## config.mk

```make
export PLATFORM = sky130hd
export DESIGN_NAME = intr_mirror
export DESIGN_NICKNAME = d
export VERILOG_FILES = /design/src/rtl/intr_mirror_pkg.sv /design/src/rtl/intr_mirror_wdec.sv /design/src/rtl/intr_mirror_chan.sv /design/src/rtl/intr_mirror_gate.sv /design/src/rtl/intr_mirror_rdmux.sv /design/src/rtl/intr_mirror.sv
export SDC_FILE = /design/constraint.sdc
export NUM_CORES = 1
export LEC_CHECK = 0
export BUFFER_PORTS_ARGS = -buffer_cell sky130_fd_sc_hd__buf_2
export CAP_MARGIN = 20
export CORE_MARGIN = 4
export CORE_UTILIZATION = 24
export CTS_CLUSTER_SIZE = 28
export DETAILED_ROUTE_END_ITERATION = 10
export PLACE_DENSITY = 0.74
export SLEW_MARGIN = 0
export SYNTH_ARGS = -nofsm -noshare
export SYNTH_HDL_FRONTEND = slang
export SYNTH_SLANG_ARGS = --single-unit
```

## constraint.sdc

```tcl
create_clock -name clk -period 0.9 [get_ports clk]
set_input_delay 0.09 -clock clk [delete_from_list [all_inputs] [get_ports clk]]
set_output_delay 0.09 -clock clk [all_outputs]
set_load 0.05 [all_outputs]
```

## src/rtl/intr_mirror_pkg.sv

```systemverilog
package intr_mirror_pkg;
  localparam int NUM_CH      = 2;
  localparam int MIRROR_OFF  = 'h71;
  localparam int MIR_PEND_B0 = 2;
  localparam int BLOCK_B0    = 4;

  // byte offset of a channel's primary alias
  function automatic int prim_off(input int ch);
    return (ch == 0) ? 'h50 : 'h57;
  endfunction

  // bit of the pending flag inside its primary byte
  function automatic int prim_bit(input int ch);
    return (ch == 0) ? 2 : 4;
  endfunction

  function automatic int mir_bit(input int ch);
    return MIR_PEND_B0 + ch;
  endfunction

  function automatic int blk_bit(input int ch);
    return BLOCK_B0 + ch;
  endfunction
endpackage

```

## src/rtl/intr_mirror_wdec.sv

```systemverilog
module intr_mirror_wdec
  import intr_mirror_pkg::*;
#(
  parameter int CFG_BYTES = 8,
  localparam int LW = $clog2(CFG_BYTES),
  localparam int WA = 8 - LW
) (
  input  logic                   wr_en,
  input  logic [WA-1:0]          wr_addr,
  input  logic [CFG_BYTES-1:0]   wr_be,
  input  logic [8*CFG_BYTES-1:0] wr_data,
  output logic [NUM_CH-1:0]      clr_prim,
  output logic [NUM_CH-1:0]      clr_mir
);
  logic unused_wr_bits;
  assign unused_wr_bits = ^{wr_data, wr_be};

  for (genvar c = 0; c < NUM_CH; c++) begin : g_ch
    localparam int PO = prim_off(c);
    localparam int PL = PO % CFG_BYTES;
    localparam int PW = PO / CFG_BYTES;
    localparam int PB = PL * 8 + prim_bit(c);
    localparam int ML = MIRROR_OFF % CFG_BYTES;
    localparam int MW = MIRROR_OFF / CFG_BYTES;
    localparam int MB = ML * 8 + mir_bit(c);

    assign clr_prim[c] = wr_en && (wr_addr == WA'(PW)) && wr_be[PL] && wr_data[PB];
    assign clr_mir[c]  = wr_en && (wr_addr == WA'(MW)) && wr_be[ML] && wr_data[MB];
  end
endmodule

```

## src/rtl/intr_mirror_chan.sv

```systemverilog
module intr_mirror_chan (
  input  logic clk,
  input  logic rst_n,
  input  logic lvl_in,
  input  logic clr_prim_in,
  input  logic clr_mir_in,
  output logic pend_prim_q,
  output logic pend_mir_q,
  output logic lvl_q
);
  logic chg;
  logic clr_any;
  logic nxt_prim;
  logic nxt_mir;

  assign chg     = lvl_in ^ lvl_q;
  assign clr_any = clr_prim_in | clr_mir_in;

  // a level edge outranks a software clear in the same cycle
  always_comb begin
    nxt_prim = pend_prim_q;
    nxt_mir  = pend_mir_q;
    if (chg) begin
      nxt_prim = lvl_in;
      nxt_mir  = lvl_in;
    end else if (clr_any) begin
      nxt_prim = 1'b0;
      nxt_mir  = 1'b0;
    end
  end

  always_ff @(posedge clk) begin
    if (!rst_n) begin
      lvl_q       <= 1'b0;
      pend_prim_q <= 1'b0;
      pend_mir_q  <= 1'b0;
    end else begin
      lvl_q       <= lvl_in;
      pend_prim_q <= nxt_prim;
      pend_mir_q  <= nxt_mir;
    end
  end
endmodule

```

## src/rtl/intr_mirror_gate.sv

```systemverilog
module intr_mirror_gate
  import intr_mirror_pkg::*;
(
  input  logic              clk,
  input  logic              rst_n,
  input  logic              mask_wr_en,
  input  logic [NUM_CH-1:0] mask_wr_data,
  input  logic [NUM_CH-1:0] pend,
  output logic [NUM_CH-1:0] blk_q,
  output logic              irq_q
);
  always_ff @(posedge clk) begin
    if (!rst_n) begin
      blk_q <= '0;
      irq_q <= 1'b0;
    end else begin
      if (mask_wr_en) blk_q <= mask_wr_data;
      irq_q <= |(pend & ~blk_q);
    end
  end
endmodule

```

## src/rtl/intr_mirror_rdmux.sv

```systemverilog
module intr_mirror_rdmux
  import intr_mirror_pkg::*;
#(
  parameter int CFG_BYTES = 8,
  localparam int LW = $clog2(CFG_BYTES),
  localparam int WA = 8 - LW
) (
  input  logic [WA-1:0]          rd_addr,
  input  logic [NUM_CH-1:0]      pend_prim,
  input  logic [NUM_CH-1:0]      pend_mir,
  input  logic [NUM_CH-1:0]      blk,
  output logic [8*CFG_BYTES-1:0] rd_data
);
  always_comb begin
    rd_data = '0;
    for (int lane = 0; lane < CFG_BYTES; lane++) begin
      for (int c = 0; c < NUM_CH; c++) begin
        if ({rd_addr, LW'(lane)} == 8'(prim_off(c)))
          rd_data[lane*8 + prim_bit(c)] = pend_prim[c];
        if ({rd_addr, LW'(lane)} == 8'(MIRROR_OFF)) begin
          rd_data[lane*8 + mir_bit(c)] = pend_mir[c];
          rd_data[lane*8 + blk_bit(c)] = blk[c];
        end
      end
    end
  end
endmodule

```

## src/rtl/intr_mirror.sv

```systemverilog
module intr_mirror
  import intr_mirror_pkg::*;
#(
  parameter int CFG_BYTES = 8,
  localparam int LW = $clog2(CFG_BYTES),
  localparam int WA = 8 - LW
) (
  input  logic                   clk,
  input  logic                   rst_n,
  input  logic                   cfg_wr_en,
  input  logic [WA-1:0]          cfg_wr_addr,
  input  logic [CFG_BYTES-1:0]   cfg_wr_be,
  input  logic [8*CFG_BYTES-1:0] cfg_wr_data,
  input  logic [WA-1:0]          cfg_rd_addr,
  output logic [8*CFG_BYTES-1:0] cfg_rd_data,
  input  logic [1:0]             chan_irq,
  input  logic                   mask_wr_en,
  input  logic [1:0]             mask_wr_data,
  output logic                   irq_out
);
  logic [NUM_CH-1:0] clr_prim;
  logic [NUM_CH-1:0] clr_mir;
  logic [NUM_CH-1:0] pend_prim;
  logic [NUM_CH-1:0] pend_mir;
  logic [NUM_CH-1:0] lvl_q;
  logic [NUM_CH-1:0] blk_q;

  intr_mirror_wdec #(.CFG_BYTES(CFG_BYTES)) u_wdec (
    .wr_en   (cfg_wr_en),
    .wr_addr (cfg_wr_addr),
    .wr_be   (cfg_wr_be),
    .wr_data (cfg_wr_data),
    .clr_prim(clr_prim),
    .clr_mir (clr_mir)
  );

  for (genvar c = 0; c < NUM_CH; c++) begin : g_ch
    intr_mirror_chan u_chan (
      .clk        (clk),
      .rst_n      (rst_n),
      .lvl_in     (chan_irq[c]),
      .clr_prim_in(clr_prim[c]),
      .clr_mir_in (clr_mir[c]),
      .pend_prim_q(pend_prim[c]),
      .pend_mir_q (pend_mir[c]),
      .lvl_q      (lvl_q[c])
    );
  end

  intr_mirror_gate u_gate (
    .clk         (clk),
    .rst_n       (rst_n),
    .mask_wr_en  (mask_wr_en),
    .mask_wr_data(mask_wr_data),
    .pend        (pend_prim),
    .blk_q       (blk_q),
    .irq_q       (irq_out)
  );

  intr_mirror_rdmux #(.CFG_BYTES(CFG_BYTES)) u_rdmux (
    .rd_addr  (cfg_rd_addr),
    .pend_prim(pend_prim),
    .pend_mir (pend_mir),
    .blk      (blk_q),
    .rd_data  (cfg_rd_data)
  );
endmodule

```

==> results.cfg <==
[setup_path]
critPathLaunchType = input port
cp.required_ns = 0.81
critPathMaxFanout = 2
crit_type = in2out
worstPathArrival_ns = 1.00
critPathCaptureType = primary output
r2r-end = g_ch[0].u_chan.pend_prim_q
reg2reg_from = g_ch[0].u_chan.lvl_q
r2r_cells = 4
reg2reg_slack_ns = -0.11

[finish]
drive_gt1_share_pct = 40.14
antenna_cells = 0
layout-area-overhead-vs-synth_pct = 20.70
nFillCells = 369
fin_nets = 235

[yosys]
yosysWarnings = 0
synth_area_per_cell_um2 = 8.253
syn_inst = 104
yosysUniqueCellTypes = 18
yosys.area.top_type = buf_4
ys_seq_area_share_pct = 16.33
synth_top_area_share_pct = 50.73
netlist_area_um2 = 858.3
synth-seq-cells = 7
synth_area_leaders = buf_4, dfxtp_1, and2_1

[grt]
grt_usage_pct = 5.681
grt_max_degree = 10
antenna_found_initial = 0
grt_pass1_wl_um = 1883
overflow = 0
grt_pass1_vias = 475

[pwr]
clkPwrFrac_pct = 20.3
p_leak_nw = 0.5631
power.total_mw = 1.358
power_density_nw_per_um2 = 1311
irDropWorstVdd_mv = 0.3869
sequentialPowerShare_pct = 25.4
switching_share_pct = 54.84
pwr-share-comb_pct = 54.4
p_sw_mw = 0.7445
p_int_mw = 0.6132

[detailed_routing]
drc = 0
vias = 588
ant_nets = 0
wl_per_cell_um = 8.346
wl_um = 1569
drt_iter0_markers = 3
viasPerCell = 3.128
first_pass_iters = 2

[floorplanning]
die-width_um = 67.80
start_util_pct = 25.32
die_area_um2 = 4597
io_pins = 155
rows = 21
die_h_um = 67.80
core_area_um2 = 3390

[clock_tree]
clk_path_buf_depth = 2
htreeDepth = 1
holdBufCountCts = 0
clk_pin_slew_ns = 0.05
clkSinkCount = 7
clk_latency_ns = 0.24
cts_inserted_buffers = 3
cts-root-buf = clkbuf_4
cts_tree = built

[timing]
whs_ns = 0.06590
fin_ws_ns = -0.1918
timing.fmax_mhz = 915.9
period_needed_ns = 1.092
hold_viol = 0
slew_violations = 0
setup_violations = 8
finalCritPeriodShare_pct = 121.3
grt_setup_unrepaired = yes
fin_tns_setup_ns = -1.270
finClkSkew_ns = 0.001429

[hold_path]
hold_start = chan_irq[0]
hold_path_class = in2reg
whs_endpoint = g_ch[0].u_chan.lvl_q
min_path_cells = 2

[run]
maxCapViolations = 0

[run_status]
violations = setup timing
status = finished with violations

[place]
dp_hpwl_um = 1418
port_buffers = 31
gp_congestion = 0.6057
-- area by class of cell --
cell class              count  area [um2]  share of cell area, %
clock buffers               4       26.28                  2.536
inverters                   4       15.01                  1.449
multi-input cells          92       546.8                  52.78
flip-flops and latches      7       143.9                  13.89
well taps                  46       57.56                  5.556
repair buffers             35       246.5                  23.79
-- cell usage in the layout, fill, tap and decap left out --
cell type | netlist | layout
buf_8 | 0 | 4
conb_1 | 1 | 58
nor3b_4 | 1 | 2
a21boi_2 | 2 | 2
buf_6 | 0 | 3
o21ai_0 | 2 | 2
clkbuf_1 | 0 | 1
nand3_1 | 2 | 2
dfxtp_2 | 0 | 3
o22ai_2 | 0 | 1
nand3b_4 | 1 | 1
mux2i_1 | 4 | 4
clkbuf_4 | 0 | 4
ha_1 | 2 | 1
inv_2 | 0 | 3
nor2b_1 | 2 | 2
nand2_1 | 6 | 6
and2_4 | 0 | 4
and2_1 | 7 | 3
buf_2 | 0 | 23
ha_4 | 0 | 1
buf_4 | 58 | 4
nand3b_1 | 1 | 1
nor4_4 | 0 | 2
dfxtp_1 | 7 | 4
inv_1 | 4 | 1
-- Yosys cell counts, drive strengths merged --
| cell | n |
|---|---|
| buf | 58 |
| nand3b | 2 |
| dfxtp | 7 |
| nand3 | 2 |
| conb | 1 |
| nand2 | 6 |
| mux2i | 4 |
| and2 | 7 |
| nor3b | 2 |
| nor2b | 2 |
| nor4 | 2 |
| o22ai | 1 |
| a21boi | 2 |
| o21ai | 2 |
| ha | 2 |
| inv | 4 |
-- sequential cells by signal, indices dropped and copies added (netlist names) --
signal / count
u_gate.blk_q: 2
u_gate.irq_q: 1
g_ch.u_chan.pend_prim_q: 1
g_ch.u_chan.lvl_q: 2
g_ch.u_chan.pend_mir_q: 1
-- layer usage --
metal,vias to the layer above,track usage [%],share of wire [%]
li1,290,-,-
met1,246,5.616,29
met2,52,9.478,49
met3,0,3.161,22
met4,0,2.978,0
met5,-,0,0
-- stage by stage --
stage          area, um2  util, %  setup slack (ns)  cells
2_1_floorplan       1111        -           -0.1496    161
3_3_place_gp       918.4    27.09           -0.2532    184
3_5_place_dp       918.4    27.09           -0.2541    184
4_1_cts             1015    29.94           -0.1827    189
5_1_grt             1036    30.56           -0.2348    188
6_report            1036    30.56           -0.1918    188
-- what timing repair did --
| item | 4_1_cts | 5_1_grt |
|---|---|---|
| pin swaps | 4 | 2 |
| endpoints found under the setup margin | 8 | 10 |
| gates resized for setup | 20 | 6 |
| buffers inserted | 1 | 0 |
| hold endpoints to repair | 0 | 0 |
-- power by group through the flow --
stage                     Sequential, mW  Combinational [mW]  Clock [mW]
after CTS                          0.343               0.728       0.294
after floorplan                    0.358               0.800           0
after global placement             0.348               0.713           0
final                              0.344               0.738       0.275
after detailed placement           0.349               0.716           0
after global routing               0.347               0.774       0.313
-- worst max-delay path by stage --
stage | startpoint | end | slack [ns] | depth (start not counted)
after detailed placement | cfg_rd_addr[4] | cfg_rd_data[10] | -0.25 | 5
final | cfg_rd_addr[4] | cfg_rd_data[60] | -0.19 | 5
after CTS | g_ch[1].u_chan.pend_mir_q | cfg_rd_data[60] | -0.18 | 3
after global placement | cfg_rd_addr[4] | cfg_rd_data[10] | -0.25 | 5
after floorplan | g_ch[1].u_chan.pend_mir_q | cfg_rd_data[60] | -0.15 | 2
after global routing | cfg_rd_addr[4] | cfg_rd_data[60] | -0.23 | 5
-- cells by family (layout without fill, tap and decap cells) --
group	Yosys count	after routing	share of synthesized area, %
buffers and inverters	62	43	52.48
other	1	58	0.4369
AOI/OAI and AO/OA	5	5	4.519
adders and majority gates	2	2	2.915
muxes	4	4	4.665
DFF	7	7	16.33
and+or+nand+nor	23	23	18.66
-- worst max-delay path: stages --
cell	delay, ns
buf_6	0.09
nand3b_1	0.22
buf_4	0.20
nor4_4	0.22
buf_6	0.19
No activity file was read; power rests on OpenSTA's default activity.
